[src/rtl/scl_gen_pkg.sv]
package scl_gen_pkg;

    typedef enum logic [1:0] {
        PH_IDLE = 2'd0,
        PH_LOW  = 2'd1,
        PH_WAIT = 2'd2,
        PH_HIGH = 2'd3
    } phase_e;

    localparam logic [1:0] SPD_STD  = 2'd0;
    localparam logic [1:0] SPD_FAST = 2'd1;
    localparam logic [1:0] SPD_HS   = 2'd2;

    // cycles added to the high phase beyond count + spike length (limit is inclusive)
    localparam int unsigned HIGH_FIXED = 6;

endpackage

[src/rtl/sclg_spike_filter.sv]
module sclg_spike_filter #(
    parameter int SPK_W = 8
) (
    input  logic             clk,
    input  logic             rst_n,
    input  logic             raw,
    input  logic [SPK_W-1:0] spk_len,
    output logic             filt
);

    typedef struct packed {
        logic             lvl;
        logic [SPK_W-1:0] run_cnt;
    } flt_t;

    flt_t s_d, s_q;

    always_comb begin
        s_d = s_q;
        if (raw != s_q.lvl) begin
            if (s_q.run_cnt >= spk_len) begin
                s_d.lvl     = raw;
                s_d.run_cnt = '0;
            end else begin
                s_d.run_cnt = s_q.run_cnt + 1'b1;
            end
        end else begin
            s_d.run_cnt = '0;
        end
    end

    always_ff @(posedge clk or negedge rst_n) begin
        if (!rst_n) begin
            s_q.lvl     <= 1'b1;
            s_q.run_cnt <= '0;
        end else begin
            s_q <= s_d;
        end
    end

    assign filt = s_q.lvl;

endmodule

[src/rtl/sclg_pair_sel.sv]
module sclg_pair_sel #(
    parameter int CNT_W = 16
) (
    input  logic [1:0]       speed_sel,
    input  logic [CNT_W-1:0] std_hi,
    input  logic [CNT_W-1:0] std_lo,
    input  logic [CNT_W-1:0] fast_hi,
    input  logic [CNT_W-1:0] fast_lo,
    input  logic [CNT_W-1:0] hs_hi,
    input  logic [CNT_W-1:0] hs_lo,
    output logic [CNT_W-1:0] hi_sel,
    output logic [CNT_W-1:0] lo_sel
);
    import scl_gen_pkg::*;

    always_comb begin
        unique case (speed_sel)
            SPD_FAST: begin hi_sel = fast_hi; lo_sel = fast_lo; end
            SPD_HS:   begin hi_sel = hs_hi;   lo_sel = hs_lo;   end
            default:  begin hi_sel = std_hi;  lo_sel = std_lo;  end
        endcase
    end

endmodule

[src/rtl/sclg_hold_strobe.sv]
module sclg_hold_strobe #(
    parameter int HW    = 16,
    parameter int CTR_W = 17
) (
    input  logic             in_low,
    input  logic [CTR_W-1:0] idx,
    input  logic [CTR_W-1:0] lim,
    input  logic [HW-1:0]    hold,
    output logic             strobe
);

    logic [CTR_W-1:0] hold_x;

    assign hold_x = CTR_W'(hold);
    assign strobe = in_low && ((idx == hold_x) || ((idx == lim) && (hold_x > lim)));

endmodule

[src/rtl/scl_period_gen.sv]
module scl_period_gen #(
    parameter int CNT_W  = 16,
    parameter int SPK_W  = 8,
    parameter int TXH_W  = 16,
    parameter int RXH_W  = 8
) (
    input  logic             clk,
    input  logic             rst_n,
    input  logic             run,
    input  logic [1:0]       speed_sel,
    input  logic [CNT_W-1:0] std_hi,
    input  logic [CNT_W-1:0] std_lo,
    input  logic [CNT_W-1:0] fast_hi,
    input  logic [CNT_W-1:0] fast_lo,
    input  logic [CNT_W-1:0] hs_hi,
    input  logic [CNT_W-1:0] hs_lo,
    input  logic [SPK_W-1:0] spike_len,
    input  logic [TXH_W-1:0] tx_hold,
    input  logic [RXH_W-1:0] rx_hold,
    input  logic             scl_in,
    output logic             scl_drive_low,
    output logic             sda_tx_ok,
    output logic             sda_rx_ok,
    output logic             low_end,
    output logic             high_end
);
    import scl_gen_pkg::*;

    localparam int BASE_W = (CNT_W > SPK_W) ? CNT_W : SPK_W;
    localparam int CTR_W  = BASE_W + 2;

    typedef struct packed {
        phase_e           ph;
        logic [CTR_W-1:0] idx;
        logic [CTR_W-1:0] lim;
    } fsm_t;

    fsm_t f_d, f_q;

    logic             scl_filt;
    logic [CNT_W-1:0] hi_sel, lo_sel;
    logic [CTR_W-1:0] hi_lim, lo_lim;
    logic             last, in_low;

    sclg_spike_filter #(.SPK_W(SPK_W)) u_filt (
        .clk     (clk),
        .rst_n   (rst_n),
        .raw     (scl_in),
        .spk_len (spike_len),
        .filt    (scl_filt)
    );

    sclg_pair_sel #(.CNT_W(CNT_W)) u_sel (
        .speed_sel (speed_sel),
        .std_hi    (std_hi),
        .std_lo    (std_lo),
        .fast_hi   (fast_hi),
        .fast_lo   (fast_lo),
        .hs_hi     (hs_hi),
        .hs_lo     (hs_lo),
        .hi_sel    (hi_sel),
        .lo_sel    (lo_sel)
    );

    assign hi_lim = CTR_W'(hi_sel) + CTR_W'(spike_len) + CTR_W'(HIGH_FIXED);
    assign lo_lim = CTR_W'(lo_sel);
    assign last   = (f_q.idx == f_q.lim);
    assign in_low = (f_q.ph == PH_LOW);

    always_comb begin
        f_d = f_q;
        unique case (f_q.ph)
            PH_IDLE: begin
                if (run) begin
                    f_d.ph  = PH_LOW;
                    f_d.idx = '0;
                    f_d.lim = lo_lim;
                end
            end
            PH_LOW: begin
                if (last) f_d.ph  = PH_WAIT;
                else      f_d.idx = f_q.idx + 1'b1;
            end
            PH_WAIT: begin
                if (scl_filt) begin
                    f_d.ph  = PH_HIGH;
                    f_d.idx = '0;
                    f_d.lim = hi_lim;
                end
            end
            PH_HIGH: begin
                if (last) begin
                    if (run) begin
                        f_d.ph  = PH_LOW;
                        f_d.idx = '0;
                        f_d.lim = lo_lim;
                    end else begin
                        f_d.ph  = PH_IDLE;
                    end
                end else begin
                    f_d.idx = f_q.idx + 1'b1;
                end
            end
            default: f_d.ph = PH_IDLE;
        endcase
    end

    always_ff @(posedge clk or negedge rst_n) begin
        if (!rst_n) begin
            f_q.ph  <= PH_IDLE;
            f_q.idx <= '0;
            f_q.lim <= '0;
        end else begin
            f_q <= f_d;
        end
    end

    sclg_hold_strobe #(.HW(TXH_W), .CTR_W(CTR_W)) u_tx_hold (
        .in_low (in_low),
        .idx    (f_q.idx),
        .lim    (f_q.lim),
        .hold   (tx_hold),
        .strobe (sda_tx_ok)
    );

    sclg_hold_strobe #(.HW(RXH_W), .CTR_W(CTR_W)) u_rx_hold (
        .in_low (in_low),
        .idx    (f_q.idx),
        .lim    (f_q.lim),
        .hold   (rx_hold),
        .strobe (sda_rx_ok)
    );

    assign scl_drive_low = in_low;
    assign low_end       = in_low && last;
    assign high_end      = (f_q.ph == PH_HIGH) && last;

endmodule

[config.mk]
export PLATFORM = sky130hd
export DESIGN_NAME = scl_period_gen
export DESIGN_NICKNAME = d
export VERILOG_FILES = /design/src/rtl/scl_gen_pkg.sv /design/src/rtl/sclg_spike_filter.sv /design/src/rtl/sclg_pair_sel.sv /design/src/rtl/sclg_hold_strobe.sv /design/src/rtl/scl_period_gen.sv
export SDC_FILE = /design/constraint.sdc
export NUM_CORES = 1
export LEC_CHECK = 0
export BUFFER_PORTS_ARGS = -buffer_cell sky130_fd_sc_hd__buf_2
export CAP_MARGIN = 15
export CELL_PAD_IN_SITES_DETAIL_PLACEMENT = 2
export CELL_PAD_IN_SITES_GLOBAL_PLACEMENT = 2
export CORE_ASPECT_RATIO = 1.2
export CORE_MARGIN = 1
export CORE_UTILIZATION = 31
export CTS_CLUSTER_SIZE = 20
export DETAILED_ROUTE_END_ITERATION = 7
export GPL_TIMING_DRIVEN = 0
export PLACE_DENSITY = 0.93
export SLEW_MARGIN = 15
export SYNTH_ARGS = -nofsm -noshare
export SYNTH_HDL_FRONTEND = slang
export SYNTH_SLANG_ARGS = --single-unit
[constraint.sdc]
create_clock -name clk -period 4.02 [get_ports clk]
set_input_delay 1.206 -clock clk [delete_from_list [all_inputs] [get_ports clk]]
set_output_delay 1.206 -clock clk [all_outputs]
set_load 0.05 [all_outputs]
== Word level (Yosys, flattened, before mapping) ==
Index checks and enable logic that the tools add are counted.
Word-level totals
  bits in registers: 47
  output and inout bits: 5
Operators by class
  add/subtract/negate cells: 4
  order comparisons: 3
  equality and inequality tests: 16
  mux-type cells: 15
  reduce and logical (&&, ||, !) cells: 14
Operators by type and width (number)
  $pmux W20 S4: 1
  $mux W38: 2
  $pmux W16 S2: 2
  $mux W18: 3
  $pmux W18 S3: 1
  $mux W36: 1
  $add A17 B3 Y18 const B: 1
  $add A18 B1 Y18 const B: 1
  $eq A18 B16 Y1: 1
  $eq A18 B18 Y1: 1
  $eq A18 B8 Y1: 1
  $gt A16 B18 Y1: 1
  $gt A8 B18 Y1: 1
  $add A16 B8 Y17: 1
  $mux W8: 2
  $ne A2 B2 Y1 const B: 5
  $add A8 B1 Y8 const B: 1
  $ge A8 B8 Y1: 1
  $reduce_and A4 Y1: 2
  $eq A2 B2 Y1 const B: 3
  $logic_and A1 B1 Y1: 6
  $reduce_and A5 Y1: 1
  $eq A2 B1 Y1 const B: 2
  $mux W2: 2
  other kinds (8): 9

== Depth between registers and ports, before layout ==
Gate-level depths: netlist of the first run.
  word-level depth: 6
  depth in mapped cells: 17
  depth with buffers taken out: 14

== Cells and area by module ==
From an unflattened synthesis of the first run, not the netlist that was laid out.
Unflattened totals
  cell total of the unflattened synthesis: 660
  area total of the unflattened synthesis: 5375.2 µm²
Modules (own cells, without submodules)
  scl_period_gen: times used 1, cells each 311, area each 2790.2 µm², sequential area each 925.9 µm²
  sclg_hold_strobe (u_tx_hold): times used 1, cells each 109, area each 808.3 µm², sequential area each 0.0 µm²
  sclg_pair_sel: times used 1, cells each 113, area each 636.9 µm², sequential area each 0.0 µm²
  sclg_spike_filter: times used 1, cells each 64, area each 631.9 µm², sequential area each 226.5 µm²
  sclg_hold_strobe (u_rx_hold): times used 1, cells each 63, area each 508.0 µm², sequential area each 0.0 µm²

== Least setup slack after synthesis of the first run ==
OpenSTA, ideal clock, no wires.
  kind: input port to flip-flop
  from: in speed_sel[0]
  to: reg, netlist name f_q[12]
  library setup time: 125 ps
  arrival: 4675 ps
  path slack: -779 ps
  cell stages on the path: 15
  cell sequence: inv_1 ha_1 buf_2 buf_1 clkbuf_1 clkbuf_1 o21ai_0 ha_1 ha_1 a2111oi_0 o21ai_0 a31oi_1 or3_1 a31oi_1 mux2_2
Between the ends
  longest elaborated chain between the ends: 6
Ends and longest elaborated chain
  start, declared: RTL line scl_period_gen.sv:10  | input logic [1:0] speed_sel,
  $eq A2 B2 Y1 or $eq A2 B1 Y1 (tied branches): RTL line sclg_pair_sel.sv:17  | unique case (speed_sel)
  $pmux W16 S2: RTL line sclg_pair_sel.sv:17
  $add A16 B8 Y17: RTL line scl_period_gen.sv:65  | assign hi_lim = CTR_W'(hi_sel) + CTR_W'(spike_len) + CTR_W'(HIGH_FIXED);
  $add A17 B3 Y18: RTL line scl_period_gen.sv:65
  $mux W38: RTL line scl_period_gen.sv:85  | if (scl_filt) begin
  $pmux W18 S3 (*): RTL line scl_period_gen.sv:72  | unique case (f_q.ph)
Every way passes the cells marked *; elsewhere a longest branch is shown, timed or not. The select of a mux whose other input is x is not followed.
A chain may end at the register's enable or synchronous reset.

== Final worst setup path of the first run ==
  from: in tx_hold[3]
  to: out sda_tx_ok
Between the ends
  longest elaborated chain between the ends: 4
Ends and longest elaborated chain
  start, declared: RTL line scl_period_gen.sv:18  | input logic [TXH_W-1:0] tx_hold,
  $gt A16 B18 Y1: RTL line sclg_hold_strobe.sv:15  | assign strobe = in_low && ((idx == hold_x) || ((idx == lim) && (hold_x > lim)));
  $logic_and A1 B1 Y1: RTL line sclg_hold_strobe.sv:15
  $logic_or A1 B1 Y1 (*): RTL line sclg_hold_strobe.sv:15
  $logic_and A1 B1 Y1 (*): RTL line sclg_hold_strobe.sv:15
  end, declared: RTL line scl_period_gen.sv:22  | output logic sda_tx_ok,
Every way passes the cells marked *; elsewhere a longest branch is shown, timed or not.

==> summary by stage, run 1 <==
Clock tree
In this run, post-CTS hold repair placed 0 buffers. Clock-pin slew was measured on the worst setup and hold paths at 0.07 ns. For the worst-skew pair, the clock arrives at the later sink with an insertion delay of 0.30 ns.

The CTS root buffer is sky130_fd_sc_hd__clkbuf_16. The clock passes through at most 2 buffers. The clock net in this run drives a total of 46 sinks.

The clock tree synthesis step divided the H-tree into 2 levels. TritonCTS built the clock tree. The number of CTS-inserted buffers is 5.

Global route
Global routing used 27.3% of the available tracks across all layers. The initial antenna violation count is 1. The wire length of the first global-routing pass is 35.1 mm. The number of global-route vias before repair is 6,363. The remaining global-route overflow is 0. Entering global routing, the biggest net connects 47 pins.

Setup path
The family with the most delay on the worst path is compound AO/OA/AOI/OAI gates. The worst register-to-register path begins at u_filt.s_q[0]. The number of buffers and inverters on the critical path is 2.

The launch point of the critical path is tx_hold[3]. The cell depth of the worst flop-to-flop path is 8. The startpoint type of the worst setup path is a primary input. For the worst setup path, the data required time is 2.81 ns.

Along the worst path, the maximum fanout reaches 2. In this run the register-to-register setup slack is 0.70 ns. The arrival time of the worst setup path is 2.87 ns.

Traced cell by cell, the critical path runs through buf_8 > ha_4 > a21o_1 > a21o_1 > a211oi_2 > o21ai_1 > a211o_1 > a32o_2 > buf_8. The largest single stage delay on the critical path is 0.26 ns. The standard cell with the maximum stage delay on the critical path is sky130_fd_sc_hd__a211o_1. The worst register-to-register path ends at u_filt.s_q[1]. The critical path endpoint category is an output port.

The type of the setup path with the least slack is primary input to output port.

Synth
By area the synthesized netlist is led by sky130_fd_sc_hd__dfrtp_1, sky130_fd_sc_hd__ha_1, sky130_fd_sc_hd__xnor2_1. After synthesis the netlist holds a flip-flop and latch count of 46. The cell taking the most area after synthesis is sky130_fd_sc_hd__dfrtp_1. After synthesis, flip-flops and latches occupy 23.0% of the total area. The synthesized netlist cell count is 601. The number of nets in the synthesized netlist is 793.

Counting distinct cell types in the post-synthesis netlist gives 65. The mean area per synthesized cell is 8.32 um2. For this run, asynchronously set or reset flops after synthesis account for 100%. In this run the cell area of the synthesized design comes to 5000 um2. In this run, synthesis inferred 0 flip-flops with an integrated enable.

The area share of the largest cell type after synthesis is 22.5%. The cell with the most instances after synthesis is sky130_fd_sc_hd__ha_1. During synthesis, Yosys emitted a total of 0 warnings.

In the synthesized netlist, the cells that appear most often are sky130_fd_sc_hd__ha_1, sky130_fd_sc_hd__o21ai_0, sky130_fd_sc_hd__xnor2_1. The dominant synthesized flop cell is sky130_fd_sc_hd__dfrtp_1.

Floorplanning
The chip width is 118 um. The total die area is 16,600 um2. In this run the standard cell core region covers 15,700 um2.

The initial core utilization is 31.8%. For this design the top-level I/O count stands at 139. The die height is 141 um. The floorplan has 50 rows.

Timing
The slew at the pin closest to its max-slew limit is 0.876 ns. The worst-case headroom to the max-slew limit is 41.5%. The final worst-path cycle share is 101%. Across all setup checks in the final design, the least slack found is -0.0557 ns.

The final max-slew violation count is 0. Setup repair after global routing could not meet its margin everywhere. Setup violations remaining at the end of the flow were counted as 1. Static timing analysis puts the maximum clock frequency at 245 MHz. The count of endpoints failing hold in the final timing report is 0. The tightest hold margin is 0.566 ns. For the final database, setup skew stands at 0.00624 ns. The routed design could run at a clock period as short as 4.08 ns.

Worst hold path
The path class of the lowest-slack min-delay path is flop to flop. The start point of the worst min-delay path is u_filt.filt. The worst hold endpoint is u_filt.filt. The number of cells traversed by the worst hold path is 2.

Place
In this run the cell area measured after placement is 6070 um2. The global placer's final weighted congestion is 0.864. The port buffer count is 138.

The total placed cells including tap cells is 947. The placed wire-length estimate is 17.8 mm. The worst setup timing slack at the placement stage is -0.881 ns.

Final layout
The sequential cells in the finished layout cover a total of 1150 um2. The ratio of cells with drive above 1 in the final layout is 31.0%. The layout filler cell count is 1,725. The cell area after layout is 6520 um2.

The multi-input combinational cells in the finished layout cover a total of 3720 um2. From synthesis to final layout, the design area changed by 30.4%. The finished layout holds 966 standard cells, fillers aside.

The net count of the finished layout is 948. The final design utilization is 41.5%.

Routing
After detailed routing, the number of remaining DRC violations is 0. The first detailed-routing pass took 4 iterations. The post-detailed-routing wire length is 23.7 mm. The remaining antenna violation count is 0. In the routed layout, each cell is associated on average with a via count of 5.87.

The via total after detailed routing is 5,675. In the final routed layout, each cell accounts on average for 24.5 um. In this run, the number of DRC markers left after iteration 0 of detailed routing was 261.

Pwr
For this design the ratio of total power to cell area is 501 nW/um2. IR analysis of the VDD net gives a maximum drop of 0.234 mV. The analysis attributes to cell leakage a power of 2.98 nW.

Outcome
The flow ran to the end, but the final reports show violations. The checks that failed: setup timing.

Flow run
Across the run, the number of max-cap violations was 0.
==> routing by layer <==
layer | share of wire, % | GRT usage [%] | routed length (um)
met1 | 37 | 28.1 | 8690
met5 | 0 | 0 | 0
met2 | 53 | 52.0 | 12600
met3 | 4.7 | 4.09 | 1120
met4 | 5.2 | 16.1 | 1240
==> tightest hold or removal path, cell delays in order (launching register included) <==
cell                        delay, ns
sky130_fd_sc_hd__dfstp_2         0.39
sky130_fd_sc_hd__o2111ai_1       0.09
sky130_fd_sc_hd__nand3_1         0.08
==> placed cells by master, fill, tap and decap left out, drive strengths merged, types with 5 or more instances in the layout <==
cell     Yosys  final
o21ai       52     52
nor2        31     31
a21o        13     13
a21oi       34     34
dfrtp       45     45
nand4       19     19
inv         47     46
nor4         9      9
nand2       37     37
a22o         9      9
a22oi       15     15
and3         7      7
a221o       15     15
xnor2       49     49
xor2         9      9
buf         25    176
a2111oi      5      5
nand3       17     17
a31oi        6      6
clkbuf      11     14
nor2b        6      6
nor3         8      8
ha          57     57
a211oi       9      9
==> sequential cells by signal, indices dropped and copies added, names as in the netlist <==
signal and cells:
f_q 37, u_filt.s_q 8, u_filt.filt 1
==> how the worst max path moves through the flow <==
stage,end,slack [ns],cells after the start
finish,sda_tx_ok,-0.06,9
global route,sda_tx_ok,-0.10,9
CTS,sda_tx_ok,-0.005,9
detailed placement,f_q[13],-0.88,17
global placement,f_q[15],-0.63,17
floorplan,f_q[15],0.01,17
==> logic make-up after synthesis <==
group                    synth area share [%]
AO/OA/AOI/OAI                            27.4
AND/OR/NAND/NOR                          15.9
buffers and inverters                    7.48
XOR/XNOR                                 10.2
adder cells (fa/ha/maj)                  14.7
flip-flops                               23.0
multiplexers                             1.30
==> layout make-up <==
cell class	instances	share of cell area (%)
Tap cell	208	3.99
Clock buffer	7	2.19
Sequential cell	46	17.7
Buffer	29	3.17
Multi-Input combinational cell	472	57.1
Inverter	47	2.76
Antenna cell	1	0.0384
Clock inverter	1	0.0768
Timing Repair Buffer	154	12.9
Timing Repair inverter	1	0.0768
==> where the power goes <==
part	switching (W)	internal (W)	leakage, nW
Sequential	0.000153	0.000576	0.598
Clock	0.000200	0.000248	0.0739
Combinational	0.00126	0.000833	2.31
Total	0.00161	0.00166	2.98
==> what timing repair did <==
item                                    CTS  global route
endpoints found under the hold margin     0             0
gates resized for setup                  30            27
setup buffers                             8             8
cloned                                    0             1
pin swaps                                 9            19
endpoints found under the setup margin   14            12
==> metrics by stage <==
stage	total power [W]	setup TNS, ns
after CTS	0.00312	-0.00493
after detailed placement	0.00258	-9.11
after global routing	0.00345	-0.303
after global placement	0.00237	-6.23
final	0.00327	-0.0557
after floorplan	0.00194	0
Note: power is estimated with default switching activity, not from simulation.
==> run 2, diff against run 1 <==
Settings changed: ABC_AREA from default to 1, CORE_UTILIZATION 31 to 28, PLACE_DENSITY 0.93 to 0.92, SYNTH_HIERARCHICAL from default to 1.
==> summary by stage, run 2 <==
Clock tree
The number of post-CTS setup repair buffers is 0 (-8). The number of sinks driven by the clock tree is 46 (unchanged). The number of hold-repair buffers added at the cts stage was 0 (unchanged). The H-tree level count is 2 (unchanged). The number of CTS-inserted buffers is 5 (unchanged).

The buffer depth of the longest clock path is 2 (unchanged). The clock latency at the later pin of the worst-skew pair is 0.31 ns (about the same). TritonCTS built the clock tree. Clock tree synthesis selected as its root buffer the cell sky130_fd_sc_hd__clkbuf_16. The clock-pin slew on the worst setup and hold paths was 0.08 ns (about the same).

Final layout
The antenna diode count is 0 (-1). The number of nets at the end of the flow is 1,579 (+67%). The number of flip-flops under the largest register name is 37 (unchanged). Leaving out fill and tap cells, the most frequent cells in the layout are sky130_fd_sc_hd__nand2_1, sky130_fd_sc_hd__inv_1, sky130_fd_sc_hd__buf_2. The non-filler instance count after layout is 1,708 (+77%).

The layout filler cell count was 3,145 (+82%). The area of the multi-input gates is 4790 um2 (+29%). The layout overhead on the synthesized area is 18.6%. The flip-flop and latch area is 1150 um2 (unchanged). The register ranked first by flip-flop count is f_q.

The ratio of cells with drive above 1 in the final layout came to 17.2% (-14 points). Leaving out fill and tap cells, the most frequent cell in the layout is sky130_fd_sc_hd__nand2_1.

Setup path
The peak fanout along the critical path is 3 (+1). The arrival time of the worst setup path is 2.69 ns (-0.18 ns). The type of the setup path with the least slack is primary input to output port. STA classifies the critical path endpoint as an output port. STA classifies the critical path startpoint as a primary input.

The flop-to-flop setup slack is 1.41 ns (+0.71 ns). The required time of the critical path came to 2.81 ns (about the same).

Pwr
The switching power share of the total came to 55.8% (+6.6 points). The portion of total power attributed to the clock network is 12.4% (-1.3 points). The overall power is 0.00363 W (+11%).

The leakage power summed over all cells is 4.72 nW (+58%). The part of the power in registers is 23.1% (+0.8 points). The power spent charging and discharging nets was 0.00203 W (+26%). The worst vdd rail ir drop is 0.163 mV (-30%). The internal power consumption is 0.00160 W (-3.3%). The portion of total power attributed to combinational logic is 64.5% (+0.5 points). The power density over the cells is 445 nW/um2 (-11%).

Synth
The count of different cell masters after synthesis was 43 (-34%). The number of synthesized flops with an enable pin is 0 (unchanged). The number of storage elements in the synthesis netlist came to 46 (unchanged). Ranked by instance count, the synthesized netlist is headed by sky130_fd_sc_hd__nand2_1, sky130_fd_sc_hd__inv_1, sky130_fd_sc_hd__nor2_1. The cell taking the most area after synthesis is sky130_fd_sc_hd__nand2_1. sky130_fd_sc_hd__nand2_1 is the most common cell in the netlist.

The mean area per synthesized cell is 5.55 um2 (-33%). The area share of the largest cell type after synthesis is 31.9% (+9.4 points). The sequential fraction of the synthesis area is 16.8% (-6.3 points). The synthesized netlist cell count came to 1,239 (+110%). The share of async-settable or async-resettable flops after synthesis was 100% (unchanged). The summed instance area of the synthesized netlist is 6870 um2 (+37%). Among all flip-flop cells after synthesis, the most frequent one is sky130_fd_sc_hd__dfrtp_1. Ranked by total cell area, the synthesized netlist is headed by sky130_fd_sc_hd__nand2_1, sky130_fd_sc_hd__dfrtp_1, sky130_fd_sc_hd__ha_1. The number of synthesis warnings is 6 (+6).

Global route
The initial antenna violation count is 0 (-1). The largest net degree at the start of global routing was 47 (unchanged). The wire length of the first global-routing pass was 47.7 mm (+36%).

The global routing usage summed across all routing layers was 23.7% (-3.5 points). The remaining global-route overflow came to 0 (unchanged). The number of global-route vias before repair was 9,463 (+49%).

Routing
The first-pass detailed-route iteration total was 4 (unchanged). The total length of routed met3 wires is 780 um (-31%). The mean routed wirelength per cell came to 17.2 um (-30%). The number of violations reported at the end of detailed-routing iteration 0 came to 169 (-35%). The remaining antenna violation count is 0 (unchanged). The via total after detailed routing is 8,300 (+46%). The number of remaining DRC errors came to 0 (unchanged).

Signal routing reaches up to met4. The sum of routed wire segments on met1 came to 11.5 mm (+32%). The total length of routed met2 wires is 15.9 mm (+26%).

The detail-routed via count per cell is 4.86 (-17%). The post-detailed-routing wire length is 29.4 mm (+24%).

Place
The port buffer count is 138 (unchanged). The global placer's final weighted congestion was 0.867 (+0.27%). The total placed cells including tap cells is 1,700 (+80%).

The placed wire-length estimate is 24.6 mm (+38%). The worst setup timing slack at the placement stage came to -0.439 ns (+0.442 ns).

Timing
The slew at the pin closest to its max-slew limit came to 0.722 ns (-0.154 ns). The fmax was 257 MHz (+4.7%). The clock period minus final worst setup slack is 3.89 ns (-0.183 ns). The worst-case clock skew is 0.0103 ns (+0.00405 ns). The least setup slack across all paths after layout is 0.128 ns (+0.183 ns). The count of endpoints failing hold in the final timing report was 0 (unchanged). The final max-slew violation count is 0 (unchanged). The number of setup violations in the final report was 0 (-1). The worst-case headroom to the max-slew limit came to 51.9% (+10 points). The final worst-path cycle share is 96.8% (-4.6 points).

Setup repair after global routing left no endpoint under its margin.

Worst hold path
The tightest min-delay check is of the flop to flop type.

Flow run
The max-capacitance violation count was 0 (unchanged).

Floorplanning
The core area is 24,000 um2 (+53%). The initial core utilization is 28.6% (-3.3 points). The number of top-level pins was 139 (unchanged). The die height came to 174 um (+23%).

The total die area is 25,200 um2 (+51%). The chip width is 145 um (+23%). The placement row count is 62 (+24%).

Outcome
The run finished with clean final reports.
==> run 2: changes by cell type in the layout (fill, tap and decap cells not counted), moves of 10 or more <==
cell / before / now
sky130_fd_sc_hd__a21o_1: 13 / 3
sky130_fd_sc_hd__a21oi_1: 31 / 19
sky130_fd_sc_hd__a221o_1: 15 / 0
sky130_fd_sc_hd__a22oi_1: 15 / 0
sky130_fd_sc_hd__buf_4: 25 / 6
sky130_fd_sc_hd__ha_1: 46 / 57
sky130_fd_sc_hd__inv_1: 43 / 162
sky130_fd_sc_hd__inv_2: 3 / 23
sky130_fd_sc_hd__nand2_1: 35 / 584
sky130_fd_sc_hd__nand3_1: 17 / 79
sky130_fd_sc_hd__nor2_1: 30 / 100
sky130_fd_sc_hd__o21ai_0: 38 / 15
sky130_fd_sc_hd__xnor2_1: 49 / 19
sky130_fd_sc_hd__xor2_1: 8 / 20
==> run 2: cells by family (layout without fill, tap and decap cells) <==
family | count (synthesis) | after routing | synth area share [%]
simple gates | 816 | 816 | 48.5
buf+inv | 219 | 365 | 13.9
compound gates | 60 | 60 | 5.08
fa+ha+maj | 58 | 58 | 10.7
flops | 46 | 46 | 16.8
xor+xnor | 39 | 39 | 4.97
other cells | 1 | 4 | 0.0546
==> run 2: routing by layer <==
| metal | track usage, % | up-vias |
|---|---|---|
| li1 | - | 4038 |
| met1 | 24.3 | 4014 |
| met2 | 47.4 | 177 |
| met3 | 2.21 | 71 |
| met4 | 11.4 | 0 |
| met5 | 0 | - |
==> run 2: power by group through the flow <==
stage	clock (W)	sequential (W)	combinational, W
2_1_floorplan	0	0.000720	0.00162
4_1_cts	0.000458	0.000841	0.00236
6_report	0.000449	0.000840	0.00234
3_5_place_dp	0	0.000848	0.00232
3_3_place_gp	0	0.000825	0.00211
5_1_grt	0.000473	0.000861	0.00261
==> run 2: area by class of cell <==
type,count,area share [%]
plain buffers,31,3.02
clock buffers,5,1.54
clock inverters,3,0.292
inverters,188,8.84
multi-input cells,977,58.7
flip-flops and latches,46,14.1
well taps,320,4.91
repair buffers,138,8.54
==> run 2: timing repair <==
item | CTS | global route
resized for setup | 2 | 7
setup endpoints to repair | 6 | 6
endpoints found under the hold margin | 0 | 0
==> run 2: worst max-delay path, cell delays in order <==
cell                      delay [ns]
sky130_fd_sc_hd__buf_2          0.12
sky130_fd_sc_hd__ha_1           0.29
sky130_fd_sc_hd__nand2_1        0.08
sky130_fd_sc_hd__nor2_1         0.17
sky130_fd_sc_hd__o21ai_1        0.09
sky130_fd_sc_hd__nand2_1        0.08
sky130_fd_sc_hd__nand2_1        0.05
sky130_fd_sc_hd__nand2_1        0.06
sky130_fd_sc_hd__nand3_1        0.09
sky130_fd_sc_hd__a21oi_2        0.16
sky130_fd_sc_hd__buf_2          0.28
==> run 2: worst paths after layout <==
| path | from | endpoint | depth (start not counted) |
|---|---|---|---|
| min reg2reg | u_filt/filt | u_filt/filt | 2 |
| min in group asynchronous | rst_n | u_filt/s_q[6] | 1 |
| max in group asynchronous | rst_n | f_q[1] | 1 |
| min | u_filt/filt | u_filt/filt | 2 |
| max | rx_hold[5] | sda_rx_ok | 11 |
| max reg2reg | f_q[37] | f_q[27] | 11 |
==> run 2: metrics by stage <==
stage | TNS (ns) | util [%] | area, um2 | hold WS, ns
floorplan | 0 | - | 6890 | 0.470
global placement | -1.30 | 33.2 | 7980 | 0.491
detailed placement | -3.15 | 33.2 | 7980 | 0.516
CTS | 0 | 33.8 | 8130 | 0.527
global route | 0 | 33.9 | 8150 | 0.551
finish | 0 | 33.9 | 8150 | 0.519
